### src/rtl/rdw_pkg.sv
package rdw_pkg;
    typedef enum logic {
        PX_IDLE,
        PX_ACTIVE
    } px_state_t;

    typedef enum logic [1:0] {
        LN_IDLE,
        LN_RUN,
        LN_LAST,
        LN_HOLD
    } ln_state_t;
endpackage

### src/rtl/rdw_pixel_seq.sv
module rdw_pixel_seq
    import rdw_pkg::*;
#(
    parameter int CNT_W = 12
) (
    input  logic             clk,
    input  logic             rst_n,
    input  logic             row_sync,
    input  logic [CNT_W-1:0] limit_in,
    output logic             pix_valid
);
    px_state_t        state_q, state_d;
    logic [CNT_W-1:0] cnt_q, cnt_d;
    logic [CNT_W-1:0] lim_q, lim_d;

    always_comb begin
        state_d = state_q;
        cnt_d   = cnt_q;
        lim_d   = lim_q;
        unique case (state_q)
            PX_IDLE: begin
                if (row_sync) begin
                    state_d = PX_ACTIVE;
                    cnt_d   = '0;
                    lim_d   = limit_in;
                end
            end
            PX_ACTIVE: begin
                if (row_sync) begin
                    cnt_d = '0;
                    lim_d = limit_in;
                end else if (cnt_q == lim_q) begin
                    state_d = PX_IDLE;
                end else begin
                    cnt_d = cnt_q + 1'b1;
                end
            end
            default: state_d = PX_IDLE;
        endcase
    end

    always_ff @(posedge clk or negedge rst_n) begin
        if (!rst_n) begin
            state_q <= PX_IDLE;
            cnt_q   <= '0;
            lim_q   <= '0;
        end else begin
            state_q <= state_d;
            cnt_q   <= cnt_d;
            lim_q   <= lim_d;
        end
    end

    always_comb begin
        pix_valid = (state_q == PX_ACTIVE);
    end


    px_open_on_sync_chk: assert property (@(posedge clk) disable iff (!rst_n)
        row_sync |=> (pix_valid && cnt_q == '0));


    px_hold_below_limit_chk: assert property (@(posedge clk) disable iff (!rst_n)
        (pix_valid && !row_sync && cnt_q != lim_q) |=> pix_valid);


    px_close_at_limit_chk: assert property (@(posedge clk) disable iff (!rst_n)
        (pix_valid && !row_sync && cnt_q == lim_q) |=> !pix_valid);


    px_limit_frozen_chk: assert property (@(posedge clk) disable iff (!rst_n)
        !row_sync |=> $stable(lim_q));


    px_cnt_bound_chk: assert property (@(posedge clk) disable iff (!rst_n)
        pix_valid |-> (cnt_q <= lim_q));
endmodule

### src/rtl/rdw_line_seq.sv
module rdw_line_seq
    import rdw_pkg::*;
#(
    parameter int CNT_W = 12
) (
    input  logic             clk,
    input  logic             rst_n,
    input  logic             frame_sync,
    input  logic             row_clk,
    input  logic [CNT_W-1:0] limit_in,
    output logic             last_line
);
    ln_state_t        state_q, state_d;
    logic [CNT_W-1:0] cnt_q, cnt_d;
    logic [CNT_W-1:0] lim_q, lim_d;

    always_comb begin
        state_d = state_q;
        cnt_d   = cnt_q;
        lim_d   = lim_q;
        if (frame_sync) begin
            state_d = LN_RUN;
            cnt_d   = '0;
            lim_d   = limit_in;
        end else begin
            unique case (state_q)
                LN_IDLE: state_d = LN_IDLE;
                LN_RUN: begin
                    if (row_clk) begin
                        if (cnt_q == lim_q) state_d = LN_LAST;
                        else                cnt_d   = cnt_q + 1'b1;
                    end
                end
                LN_LAST: state_d = LN_HOLD;
                LN_HOLD: state_d = LN_HOLD;
                default: state_d = LN_IDLE;
            endcase
        end
    end

    always_ff @(posedge clk or negedge rst_n) begin
        if (!rst_n) begin
            state_q <= LN_IDLE;
            cnt_q   <= '0;
            lim_q   <= '0;
        end else begin
            state_q <= state_d;
            cnt_q   <= cnt_d;
            lim_q   <= lim_d;
        end
    end

    always_comb begin
        last_line = (state_q == LN_LAST);
    end


    ln_single_pulse_chk: assert property (@(posedge clk) disable iff (!rst_n)
        last_line |=> !last_line);


    ln_sync_clears_chk: assert property (@(posedge clk) disable iff (!rst_n)
        frame_sync |=> (!last_line && cnt_q == '0 && state_q == LN_RUN));


    ln_hold_quiet_chk: assert property (@(posedge clk) disable iff (!rst_n)
        (state_q == LN_HOLD && !frame_sync) |=> !last_line);


    ln_idle_quiet_chk: assert property (@(posedge clk) disable iff (!rst_n)
        (state_q == LN_IDLE && !frame_sync) |=> !last_line);


    ln_limit_frozen_chk: assert property (@(posedge clk) disable iff (!rst_n)
        !frame_sync |=> $stable(lim_q));
endmodule

### src/rtl/readout_window_timer.sv
module readout_window_timer #(
    parameter int PIX_W  = 12,
    parameter int LINE_W = 12
) (
    input  logic              clk,
    input  logic              rst_n,
    input  logic              row_sync,
    input  logic              frame_sync,
    input  logic              row_clk,
    input  logic [PIX_W-1:0]  pix_limit_in,
    input  logic [LINE_W-1:0] line_limit_in,
    output logic              pix_valid,
    output logic              last_line
);
    rdw_pixel_seq #(.CNT_W(PIX_W)) u_pixel (
        .clk       (clk),
        .rst_n     (rst_n),
        .row_sync  (row_sync),
        .limit_in  (pix_limit_in),
        .pix_valid (pix_valid)
    );

    rdw_line_seq #(.CNT_W(LINE_W)) u_line (
        .clk        (clk),
        .rst_n      (rst_n),
        .frame_sync (frame_sync),
        .row_clk    (row_clk),
        .limit_in   (line_limit_in),
        .last_line  (last_line)
    );


    out_reset_idle_chk: assert property (@(posedge clk) disable iff (!rst_n)
        $rose(rst_n) |-> (!pix_valid && !last_line));
endmodule

### config.mk
export PLATFORM = sky130hd
export DESIGN_NAME = readout_window_timer
export DESIGN_NICKNAME = d
export VERILOG_FILES = /design/src/rtl/rdw_pkg.sv /design/src/rtl/rdw_pixel_seq.sv /design/src/rtl/rdw_line_seq.sv /design/src/rtl/readout_window_timer.sv
export SDC_FILE = /design/constraint.sdc
export NUM_CORES = 1
export LEC_CHECK = 0
export ABC_CLOCK_PERIOD_IN_PS = 2200
export BUFFER_PORTS_ARGS = -buffer_cell sky130_fd_sc_hd__buf_2
export CAP_MARGIN = 0
export CORE_ASPECT_RATIO = 1.25
export CORE_MARGIN = 5
export CORE_UTILIZATION = 30
export CTS_CLUSTER_DIAMETER = 40
export DETAILED_ROUTE_END_ITERATION = 7
export GPL_ROUTABILITY_DRIVEN = 0
export SETUP_SLACK_MARGIN = 0.02
export SLEW_MARGIN = 20
export SYNTH_ARGS = -nofsm -noshare
export SYNTH_HDL_FRONTEND = slang
export SYNTH_SLANG_ARGS = --single-unit
### constraint.sdc
create_clock -name clk -period 2.2 [get_ports clk]
set_input_delay 0.11 -clock clk [delete_from_list [all_inputs] [get_ports clk]]
set_output_delay 0.11 -clock clk [all_outputs]
set_load 0.05 [all_outputs]
* After elaboration in Yosys (flattened, before gate mapping)
Index checks and enable logic that the tools add are counted.
** Operators by class
- Mux-type cells :: 17
- Reductions and logical operators :: 7
- Bitwise logic cells :: 1
- $add $sub $neg :: 2
- Equal/unequal tests :: 10
** Operators with widths (count)
- 12-bit 2-to-1 mux :: 8
- 12-bit by 1-bit adder with 12-bit output, second input constant :: 2
- 12-bit equality test :: 2
- 12-bit one-hot mux with 2 select lines :: 1
- 2-bit 2-to-1 mux :: 3
- 3-bit inequality test, second input constant :: 2
- 2-bit one-hot mux with 3 select lines :: 1
- 2-bit equality test, second input constant :: 2
- 2-bit inequality test, second input constant :: 2
- 2-bit AND reduction :: 2
- 2-bit nonzero test :: 2
- 1-bit 2-to-1 mux :: 3
- 3-bit by 2-bit inequality test with 1-bit output, second input constant :: 1
- 3-bit AND reduction :: 1
- 2-bit by 1-bit equality test with 1-bit output, second input constant :: 1
- 2-bit zero test :: 1
- 1-bit one-hot mux with 2 select lines :: 1
- 2-bit OR reduction :: 1
- 1-bit inverter :: 1
** Word-level totals
- Word-level logic and storage cells :: 43
- Input bits :: 29
- Flip-flop bits (word level) :: 51

* Longest topological paths before layout
Gate-level depths: netlist of run 1.
- Word-level depth :: 5
- Depth in mapped cells :: 7

* By module
A second synthesis of run 1 with hierarchy kept.
** Unflattened totals
- Cell total of the unflattened synthesis :: 287
- Area total of the unflattened synthesis :: 2904.0 sq um
** By module, submodules not included
- rdw_pixel_seq :: seq. area each 625.6 sq um, area an instance 1577.8 sq um, times used 1, cells an instance 169
- rdw_line_seq :: seq. area each 650.6 sq um, area an instance 1326.3 sq um, times used 1, cells an instance 118

* Worst setup path after synthesis of run 1
Ideal clock, no wire load.
- Path kind :: reg2reg
- From :: reg u_pixel.cnt_q[0]
- To :: reg u_pixel.cnt_q[8]
- Path slack :: 0.537 ns
- Cell stages (with the launch flop) :: 7
- Arrival :: 1.535 ns
- Path through :: dfrtp_1 xnor2_1 nand4_1 o31ai_2 buf_4 nor3b_1 mux2_1
** Between the ends
- Word-level cells in the longest chain between the ends :: 4
** RTL lines
- start, declared :: line rdw_pixel_seq.sv:13 : logic [CNT_W-1:0] cnt_q, cnt_d;
- start signal, assigned :: line rdw_pixel_seq.sv:49 : cnt_q <= cnt_d;
- 12-bit by 1-bit adder with 12-bit output :: line rdw_pixel_seq.sv:35 : cnt_d = cnt_q + 1'b1;
- 12-bit 2-to-1 mux :: line rdw_pixel_seq.sv:32 : end else if (cnt_q == lim_q) begin
- 12-bit 2-to-1 mux :: line rdw_pixel_seq.sv:29 : if (row_sync) begin
- 12-bit one-hot mux with 2 select lines :: line rdw_pixel_seq.sv:20 : unique case (state_q)
Several ways; a longest one is shown, not always the timed one. The select of a mux whose other input is x is not followed.
A chain may end at the register's enable or synchronous reset.

* Worst setup path in the final report of run 1
- From :: reg u_line.state_q[1]
- To :: reg u_line.cnt_q[11]
** Between the ends
- Word-level cells in the longest chain between the ends :: 3
** RTL lines
- start, declared :: line rdw_line_seq.sv:13 : ln_state_t state_q, state_d;
- start signal, assigned :: line rdw_line_seq.sv:47 : state_q <= state_d;
- 2-bit by 1-bit equality test with 1-bit output :: line rdw_line_seq.sv:26 : unique case (state_q)
- 2-bit nonzero test (no source line)
- 3-bit AND reduction (no source line)
- end signal, assigned :: line rdw_line_seq.sv:48 : cnt_q <= cnt_d;
- end, declared :: line rdw_line_seq.sv:14 : logic [CNT_W-1:0] cnt_q, cnt_d;
Every way passes these cells.

==> results of run 1 <==
cells in the final DEF, fill, tap and decap left out, types with 7 or more instances in the layout:
| cell type | netlist | routed |
|---|---|---|
| o21ai_0 | 7 | 7 |
| mux2_2 | 27 | 27 |
| nand4_1 | 10 | 10 |
| or3_1 | 7 | 7 |
| clkbuf_8 | 0 | 7 |
| a21oi_1 | 16 | 16 |
| nor2_1 | 10 | 10 |
| o31ai_1 | 9 | 9 |
| xnor2_1 | 24 | 24 |
| buf_2 | 0 | 30 |
| or4_1 | 9 | 9 |
| dfrtp_1 | 51 | 51 |
| nand2_1 | 7 | 7 |
metal layers:
metal	vias up	part of all wire [%]
met2	27	53
li1	885	-
met3	7	3.3
met4	0	0.91
met1	883	43
met5	-	0
state kept, by name, summed over array words and instances, names as in the netlist:
signal and count:
u_pixel.cnt_q 12, u_line.state_q 2, u_pixel.lim_q 12, u_line.cnt_q 12, u_line.lim_q 12, u_pixel.pix_valid 1
kinds of logic (layout without fill, tap and decap cells):
group / count (synthesis) / after routing
and+or+nand+nor: 68 / 68
DFF: 51 / 51
AOI/OAI and AO/OA: 37 / 37
muxes: 30 / 30
xor gates and xnor gates: 25 / 25
buffers and inverters: 13 / 48
adders and majority gates: 2 / 2
layout make-up:
cell class                 instances  area [µm²]
clock inverter                     1        7.51
clock buffer                       7        96.3
tap                               97         121
fill                             844        5360
sequential                        51        1280
timing repair buffer              37         205
multi-input combinational        162        1210
inverter                           3        11.3
where the power goes:
part           internal, µW  switching [µW]
clock network           287             304
logic                   108            84.2
registers               989            47.6
total                  1380             436
repair_timing:
item                                    in CTS  in global routing
resized for setup                            0                  0
endpoints found under the setup margin       0                  0
hold endpoints to repair                    37                  0
hold buffers                                 1                  0
critical path: cells and delay by family (launching register included):
kind / cells / cell delay, ps
flip-flops: 1 / 410
multiplexers: 1 / 360
AND/OR/NAND/NOR: 4 / 920
worst max path at each step:
stage / end / depth (start not counted) / from
2_1_floorplan: u_pixel.cnt_q[8]$_DFFE_PN0P_ / 6 / u_pixel.cnt_q[0]$_DFFE_PN0P_
3_3_place_gp: u_line.cnt_q[11]$_DFFE_PN0P_ / 5 / u_line.state_q[1]$_DFFE_PN0P_
3_5_place_dp: u_line.cnt_q[11]$_DFFE_PN0P_ / 5 / u_line.state_q[1]$_DFFE_PN0P_
4_1_cts: u_line.cnt_q[11]$_DFFE_PN0P_ / 5 / u_line.state_q[1]$_DFFE_PN0P_
5_1_grt: u_line.cnt_q[11]$_DFFE_PN0P_ / 5 / u_line.state_q[1]$_DFFE_PN0P_
6_report: u_line.cnt_q[11]$_DFFE_PN0P_ / 5 / u_line.state_q[1]$_DFFE_PN0P_
per-stage QoR:
stage	instances	util, %	setup slack, ps	cell area (µm²)	power [µW]
after floorplan	226	-	537	2560	1170
after global placement	349	34.0	441	2810	1250
after detailed placement	349	34.0	421	2810	1250
after CTS	358	35.3	389	2930	1840
after global routing	358	35.3	188	2930	1920
final	358	35.3	396	2930	1820
synthesized netlist by cell type (all sizes together):
cell type  instances  area [µm²]
xor2               1        8.76
or4                9        67.6
o21ai              7        35.0
mux2i              2        20.0
ha                 2        25.0
nor2              10        37.5
and3               1        11.3
a211o              1        8.76
clkbuf             6        22.5
nor3               1        10.0
nand2              8        32.5
nand4             10        62.6
or3                7        43.8
nor3b              2        15.0
xnor2             24         210
mux2              28         315
nor4               2        12.5
nand3b             1        7.51
a21oi             16        80.1
o21ba              1        10.0
a31oi              1        6.26
nor2b              5        31.3
nand3              6        30.0
o31ai             10        80.1
buf                4        37.5
inv                3        11.3
o31a               1        8.76
nand2b             3        18.8
and4               1        8.76
dfrtp             51        1280
or2                2        12.5
==> impl_metrics.csv, run 1 <==
group,metric,value,unit
run_status,status,"completed",
pwr,power.leakage,0.00114,µW
yosys,yosys_warnings,0,
layout,n_antenna_cell,0,
hold_path,whs_path_depth,2,
timing,fin_skew,9.50,ps
critical_path,crit_chain,"nand3b_1 > nor2_1 > nand2_1 > nor4_1 > mux2_2",
global_routing,grtUsageMet1,12.3,%
global_routing,grt_max_degree,40,
yosys,netlist_area,2560,µm²
global_routing,grt_use_met3,2.13,%
detailed_routing,drtPass1Iterations,4,
pwr,power_density,621,nW/µm²
critical_path,reg2reg_slack,400,ps
clocking,clk_pin_slew_worst_paths,90,ps
timing,tightest_slew,878,ps
critical_path,cp.arrival,1990,ps
placed_design,detailed_place_hpwl,3.64,mm
floorplan,fp.dieH,113,µm
detailed_routing,dr_total_vias,1802,
global_routing,antenna_found_initial,0,
critical_path,r2r_start,"u_line.state_q[1]$_DFFE_PN0P_",
critical_path,path_max_fanout,7,
yosys,yosys.area_share.xor_xnor,8.56,%
yosys,ys_types,36,
detailed_routing,via_per_inst,5.03,
hold_path,hp-class,"input pin to flop",
timing,tns,0,ps
yosys,synth_compound_area_share,8.95,%
floorplan,start_util,30.9,%
timing,slew-limit-headroom,41.5,%
clocking,h-tree-depth,2,
timing,finalSetupViolations,0,
critical_path,cp-end-kind,"flop",
global_routing,busiest_layer,"met2",
floorplan,die_area,10500,µm²
clocking,cts_buffers,5,
critical_path,worst-setup-path-type,"flop to flop",
detailed_routing,ant_nets,0,
clocking,cts_root_buf,"clkbuf_8",
timing,fin_crit_sh,82.0,%
floorplan,core,8290,µm²
critical_path,rr_worst_depth,5,
global_routing,grt_first_pass_wirelength,8.73,mm
hold_path,hold_start,"pix_limit_in[11]",
clocking,cts_sinks,51,
critical_path,worst_path_largest_cell_delay,410,ps
clocking,cts_tree,"yes",
yosys,syn_inst,226,
global_routing,grt_overflow,0,
yosys,syn_nets,257,
clocking,cts_setup_buffers,0,
yosys,synth-simple-area-share,15.7,%
pwr,vdd_drop_max,316,µV
layout,drive_gt1_share,29.5,%
detailed_routing,route.detailed.drc,0,
placed_design,io_buffers,30,
critical_path,reg2reg_to,"u_line.cnt_q[11]$_DFFE_PN0P_",
timing,min_period,1800,ps
yosys,synthAdderAreaFrac,0.978,%
yosys,avgSynthCellArea,11.3,µm²
critical_path,crit_required,2390,ps
layout,area_growth,14.5,%
hold_path,hold_end,"u_pixel.lim_q[11]$_DFFE_PN0P_",
floorplan,fp.dieW,92.6,µm
global_routing,grtUsageMet2,18.4,%
floorplan,ioPinCount,31,
clocking,insertion_delay,300,ps
yosys,synth_top_family_by_area,"simple AND/OR/NAND/NOR gates",
flow_run,maxCapViolCount,0,
detailed_routing,drtIter0Drc,52,
timing,timing.hold.ws,31.7,ps
detailed_routing,routedWlPerCell,14.1,µm
timing,fmax,554,MHz
floorplan,fp-row-count,37,
critical_path,worstSetupStartpointType,"flop",
global_routing,grt_usage,10.1,%
clocking,clk_path_buf_depth,2,
yosys,synthMuxAreaShare,13.1,%
critical_path,cp_slowest_cell,"dfrtp_1",
detailed_routing,postRouteWirelength,5.04,mm
yosys,ys_seq_elements,51,
yosys,ys_seq_area_share,49.9,%
global_routing,grt_pass1_vias,1890,
timing,finalHoldViolCount,0,
layout,finalNetCount,291,
timing,slew_violations,0,
timing,rsz0062_at_grt,"false",
Power figures use the tool's default switching activity.
==> run 2, diff against run 1 <==
--- a/config.mk
+++ b/config.mk
@@ -5,7 +5,7 @@
 export SDC_FILE = /design/constraint.sdc
 export NUM_CORES = 1
 export LEC_CHECK = 0
-export ABC_CLOCK_PERIOD_IN_PS = 2200
+export ABC_CLOCK_PERIOD_IN_PS = 1450
 export BUFFER_PORTS_ARGS = -buffer_cell sky130_fd_sc_hd__buf_2
 export CAP_MARGIN = 0
 export CORE_ASPECT_RATIO = 1.25
==> constraint.sdc (replaced) <==
create_clock -name clk -period 1.45 [get_ports clk]
set_input_delay 0.0725 -clock clk [delete_from_list [all_inputs] [get_ports clk]]
set_output_delay 0.0725 -clock clk [all_outputs]
set_load 0.05 [all_outputs]
==> run 2 against run 1 <==
Effect of this change:
- the run now ends with negative setup slack left
- hold slack worse by 29 ps
- final area up 30%
- setup slack worse by 610 ps
- critical path depth up 1
- non-clock buffer count up 72
- critical path type unchanged
==> impl_metrics.csv, run 2 (synthesis results as in run 1) <==
group,metric,value,unit
run_status,status,"finished with violations",
run_status,violations,"negative setup slack",
layout,drive_gt1_share,52.6,%
layout,utilization,45.9,%
hold_path,hp-class,"input pin to flop",
detailed_routing,dr_total_vias,2093,
clocking,insertion_delay,310,ps
clocking,h-tree-depth,2,
pwr,power.leakage,0.00156,µW
clocking,clk_path_buf_depth,2,
critical_path,worstSetupStartpointType,"flop",
clocking,cts_buffers,5,
layout,seqCellArea,1280,µm²
timing,slew_violations,0,
global_routing,grt_first_pass_wirelength,10.0,mm
placed_design,detailed_place_hpwl,4.17,mm
layout,nFillCells,770,
critical_path,reg2reg_to,"u_pixel.cnt_q[9]$_DFFE_PN0P_",
detailed_routing,drtIter0Drc,62,
floorplan,fp.dieW,92.6,µm
detailed_routing,postRouteWirelength,6.01,mm
critical_path,crit_chain,"xnor2_1 > nand4_1 > o31ai_2 > buf_4 > or4_4 > a21oi_1",
clocking,clk_pin_slew_worst_paths,100,ps
critical_path,crit_end,"u_pixel.cnt_q[9]$_DFFE_PN0P_",
clocking,cts_sinks,51,
critical_path,cp.arrival,1900,ps
timing,tns,-4310,ps
critical_path,r2r_start,"u_pixel.cnt_q[5]$_DFFE_PN0P_",
layout,multi_input_area,1440,µm²
detailed_routing,ant_nets,0,
global_routing,grt_pass1_vias,2206,
global_routing,grt_max_degree,52,
layout,finalNetCount,363,
floorplan,die_area,10500,µm²
critical_path,path_delay_family,"simple AND/OR/NAND/NOR gates",
critical_path,crit_cells,6,
timing,post-route-worst-setup-slack,-214,ps
critical_path,cp-end-kind,"flop",
critical_path,rr_worst_depth,6,
critical_path,worst-setup-path-type,"flop to flop",
pwr,power_density,738,nW/µm²
layout,n_antenna_cell,0,
timing,fin_crit_sh,115,%
timing,rsz0062_at_grt,"true",
critical_path,cp_slowest_cell,"or4_4",
global_routing,antenna_found_initial,0,
layout,final_common_cell,"dfrtp_1",
clocking,cts_tree,"yes",
floorplan,ioPinCount,31,
placed_design,io_buffers,30,
floorplan,fp-row-count,37,
critical_path,crit_start,"u_pixel.cnt_q[5]$_DFFE_PN0P_",
global_routing,grt_overflow,0,
global_routing,grt_usage,11.8,%
timing,tightest_slew,634,ps
floorplan,core,8290,µm²
floorplan,start_util,30.9,%
detailed_routing,routedWlPerCell,14.0,µm
detailed_routing,drtPass1Iterations,4,
clocking,cts_root_buf,"clkbuf_8",
hold_path,hold_start,"pix_limit_in[3]",
critical_path,crit_required,1680,ps
critical_path,path_max_fanout,4,
layout,area_growth,48.6,%
layout,mostFrequentLayoutCells,"dfrtp_1, buf_4, buf_2",
timing,slew-limit-headroom,57.7,%
flow_run,maxCapViolCount,0,
timing,min_period,1660,ps
floorplan,fp.dieH,113,µm
critical_path,reg2reg_slack,-210,ps
detailed_routing,route.detailed.drc,0,
timing,finalSetupViolations,27,
timing,fin_skew,8.40,ps
pwr,vdd_drop_max,511,µV
critical_path,worst_path_largest_cell_delay,500,ps
detailed_routing,via_per_inst,4.87,
critical_path,cp_num_buf_inv,1,
timing,fmax,601,MHz
timing,finalHoldViolCount,0,
==> run 2: worst min-delay path by stage <==
stage	to	slack, ps	depth (start not counted)
after detailed placement	u_line.lim_q[8]$_DFFE_PN0P_	90	2
after CTS	u_pixel.lim_q[10]$_DFFE_PN0P_	0.04	2
after floorplan	u_line.cnt_q[0]$_DFFE_PN0P_	-220	0
final	u_pixel.lim_q[3]$_DFFE_PN0P_	3	2
after global routing	u_pixel.lim_q[3]$_DFFE_PN0P_	5	2
after global placement	u_line.lim_q[10]$_DFFE_PN0P_	90	2
==> run 2: worst reg2reg max path: stages, from the launching register on <==
cell and delay (ps):
dfrtp_1 430, xnor2_1 140, nand4_1 120, o31ai_2 90, buf_4 160, or4_4 500
a21oi_1 150
==> run 2: per-layer routing <==
metal | part of all wire (%) | up-vias | global-route usage (%) | wire length [µm]
met5 | 0 | - | 0 | 0
met4 | 0.45 | 0 | 3.27 | 27
met3 | 3.0 | 2 | 2.13 | 178
met2 | 58 | 28 | 22.8 | 3460
met1 | 39 | 1033 | 13.0 | 2350
li1 | - | 1030 | - | -
==> run 2: what timing repair did <==
item                                    in CTS  in global routing
resized for setup                           19                 39
setup buffers                                7                  3
endpoints found under the setup margin      27                 27
hold buffers                                19                  2
hold endpoints to repair                    69                  2
pin swaps                                   13                 23
gates cloned                                 0                  0
==> run 2: final cells by class <==
cell class | instances | share of cell area (%)
repair buffers | 109 | 22.6
clock buffers | 5 | 1.81
multi-input cells | 162 | 38.0
flip-flops and latches | 51 | 33.6
well taps | 97 | 3.19
inverters | 3 | 0.296
clock inverters | 3 | 0.527
==> run 2: where the power goes <==
group          internal (µW)  switching [µW]
Combinational            246             170
Sequential              1500            61.9
Clock                    337             490
==> run 2: metrics by stage <==
step           power [µW]  setup slack [ps]  cell area (µm²)  hold slack [ps]  cells
6_report             2810              -214             3800             2.78    430
5_1_grt              2950              -341             3800             5.42    430
4_1_cts              2830              -235             3610           0.0366    425
3_5_place_dp         1940              -271             3180             85.9    391
3_3_place_gp         1930              -256             3180             89.6    391
2_1_floorplan        1780              -179             2590             -223    226
==> run 3, diff against run 2 <==
--- a/config.mk
+++ b/config.mk
@@ -14,6 +14,7 @@
 export CTS_CLUSTER_DIAMETER = 40
 export DETAILED_ROUTE_END_ITERATION = 7
 export GPL_ROUTABILITY_DRIVEN = 0
+export RECOVER_POWER = 100
 export SETUP_SLACK_MARGIN = 0.02
 export SLEW_MARGIN = 20
 export SYNTH_ARGS = -nofsm -noshare
==> constraint.sdc (replaced) <==
create_clock -name clk -period 1.45 [get_ports clk]
set_input_delay 0.29 -clock clk [delete_from_list [all_inputs] [get_ports clk]]
set_output_delay 0.29 -clock clk [all_outputs]
set_load 0.05 [all_outputs]
==> run 3 against run 2 <==
Effect of this change:
- the run still ends with negative setup slack left
- clock skew is 0.53 ps higher
- critical path depth unchanged
- clock power down 2.5%
- sequential power about the same
- count of clock-buffer cells in the layout rose by 1
- fmax fell by 1.6%
- sequential cell count unchanged
- utilization fell by 2.8 points
- global-route usage is 0.46 points lower
==> impl_metrics.csv, run 3 (synthesis results as in run 1) <==
group,metric,value,unit
layout,multi_input_area,1430,µm²
critical_path,worst_path_largest_cell_delay,400,ps
timing,tightest_slew,916,ps
global_routing,grt_overflow,0,
hold_path,hold_start,"line_limit_in[2]",
timing,rsz0062_at_grt,"true",
timing,fin_crit_sh,117,%
run_status,status,"finished with violations",
timing,finalSetupViolations,27,
detailed_routing,route.detailed.drc,0,
layout,n_antenna_cell,0,
placed_design,place_ws,-267,ps
layout,area_growth,39.6,%
critical_path,rr_worst_depth,6,
detailed_routing,drtIter0Drc,55,
run_status,violations,"negative setup slack",
placed_design,io_buffers,30,
detailed_routing,ant_nets,0,
flow_run,maxCapViolCount,0,
critical_path,crit_required,1640,ps
clocking,clk_path_buf_depth,2,
critical_path,reg2reg_slack,-240,ps
hold_path,hp-class,"input pin to flop",
critical_path,worstSetupStartpointType,"flop",
critical_path,r2r_start,"u_pixel.cnt_q[6]$_DFFE_PN0P_",
critical_path,cp_slowest_cell,"dfrtp_1",
timing,finalHoldViolCount,0,
layout,mostFrequentLayoutCells,"dfrtp_1, buf_4, buf_2",
floorplan,fp.dieW,92.6,µm
clocking,cts_tree,"yes",
critical_path,path_delay_family,"flip-flops",
floorplan,ioPinCount,31,
layout,final_common_cell,"dfrtp_1",
critical_path,reg2reg_to,"u_pixel.cnt_q[8]$_DFFE_PN0P_",
timing,fmax,591,MHz
clocking,cts_buffers,5,
critical_path,path_max_fanout,3,
floorplan,core,8290,µm²
pwr,power_density,765,nW/µm²
timing,post-route-worst-setup-slack,-241,ps
global_routing,grt_max_degree,52,
layout,seqCellArea,1280,µm²
global_routing,antenna_found_initial,0,
critical_path,worst-setup-path-type,"flop to flop",
clocking,clk_pin_slew_worst_paths,100,ps
floorplan,start_util,30.9,%
hold_path,hold_end,"u_line.lim_q[2]$_DFFE_PN0P_",
layout,utilization,43.1,%
layout,finalNetCount,344,
detailed_routing,postRouteWirelength,5.73,mm
timing,slew-limit-headroom,39.0,%
hold_path,whs_path_depth,2,
pwr,power.leakage,0.00146,µW
timing,fin_skew,8.93,ps
layout,drive_gt1_share,52.9,%
timing,min_period,1690,ps
placed_design,detailed_place_hpwl,4.05,mm
critical_path,crit_chain,"xnor2_1 > nand4_1 > o31ai_4 > buf_4 > nor3b_2 > mux2_4",
floorplan,fp.dieH,113,µm
detailed_routing,dr_total_vias,2008,
floorplan,fp-row-count,37,
layout,nFillCells,788,
clocking,cts_root_buf,"clkbuf_8",
pwr,vdd_drop_max,496,µV
global_routing,grt_first_pass_wirelength,9.59,mm
critical_path,cp_num_buf_inv,1,
floorplan,die_area,10500,µm²
global_routing,grt_pass1_vias,2128,
critical_path,cp.arrival,1880,ps
global_routing,grt_usage,11.4,%
clocking,h-tree-depth,2,
timing,slew_violations,0,
detailed_routing,routedWlPerCell,13.9,µm
clocking,cts_sinks,51,
critical_path,cp-end-kind,"flop",
clocking,insertion_delay,300,ps
detailed_routing,drtPass1Iterations,4,
detailed_routing,via_per_inst,4.89,
[run 3: changes by cell type in the layout (fill, tap and decap cells not counted), moves of 3 or more]
cell           before  now
or3_4               5    1
buf_2              30   27
dlygate4sd3_1      21    1
o21ai_1             2    6
o21ai_2             5    1
or3_1               2    6
[run 3: report_power, final]
| group | leakage, µW | internal (µW) | switching, µW |
|---|---|---|---|
| Clock | 0.0000412 | 338 | 467 |
| Sequential | 0.000643 | 1500 | 59.4 |
| Combinational | 0.000777 | 203 | 164 |
[run 3: final cells by class]
type	count	share of cell area (%)
Clock buffer	6	2.03
Clock inverter	2	0.350
Inverter	3	0.315
Multi-Input combinational cell	162	40.0
Sequential cell	51	35.8
Tap cell	97	3.40
Timing Repair Buffer	90	18.1
[run 3: worst reg2reg max path: stages, from the launching register on]
cell,delay [ps]
dfrtp_1,400
xnor2_1,160
nand4_1,200
o31ai_4,330
buf_4,160
nor3b_2,40
mux2_4,290
[run 3: what timing repair did]
action	in CTS	in global routing
pin swaps	8	9
gates resized for setup	18	38
endpoints found under the setup margin	28	28
gates cloned	0	1
hold buffers	1	0
hold endpoints to repair	51	0
buffers inserted	4	5
[run 3: metal layers]
metal | track usage [%] | vias to the layer above | routed length, µm
li1 | - | 995 | -
met4 | 3.87 | 0 | 79
met5 | 0 | - | 0
met3 | 2.13 | 7 | 166
met2 | 21.5 | 27 | 3200
met1 | 12.6 | 979 | 2280
[run 3: through the flow]
stage               cell area [µm²]  hold WS (ps)  power, µW  instances  setup TNS [ps]
finish                         3570           207       2730        411           -5130
global route                   3570           201       2890        411           -7350
CTS                            3370           199       2780        405           -4710
detailed placement             3180           305       1940        392           -4330
global placement               3180           308       1930        392           -3590
floorplan                      2590         -5.59       1780        226           -1940
[run 3: worst max-delay path by stage]
stage                                       startpoint                            to  slack, ps  cells after the start
after CTS                  u_line.cnt_q[1]$_DFFE_PN0P_   u_line.cnt_q[2]$_DFFE_PN0P_       -250                      7
after global placement     u_line.cnt_q[2]$_DFFE_PN0P_  u_line.cnt_q[11]$_DFFE_PN0P_       -250                      6
final                     u_pixel.cnt_q[6]$_DFFE_PN0P_  u_pixel.cnt_q[8]$_DFFE_PN0P_       -240                      6
after detailed placement   u_line.cnt_q[1]$_DFFE_PN0P_   u_line.cnt_q[2]$_DFFE_PN0P_       -270                      7
after floorplan           u_pixel.cnt_q[1]$_DFFE_PN0P_  u_pixel.cnt_q[8]$_DFFE_PN0P_       -180                      6
after global routing      u_pixel.cnt_q[6]$_DFFE_PN0P_  u_pixel.cnt_q[3]$_DFFE_PN0P_       -370                      7
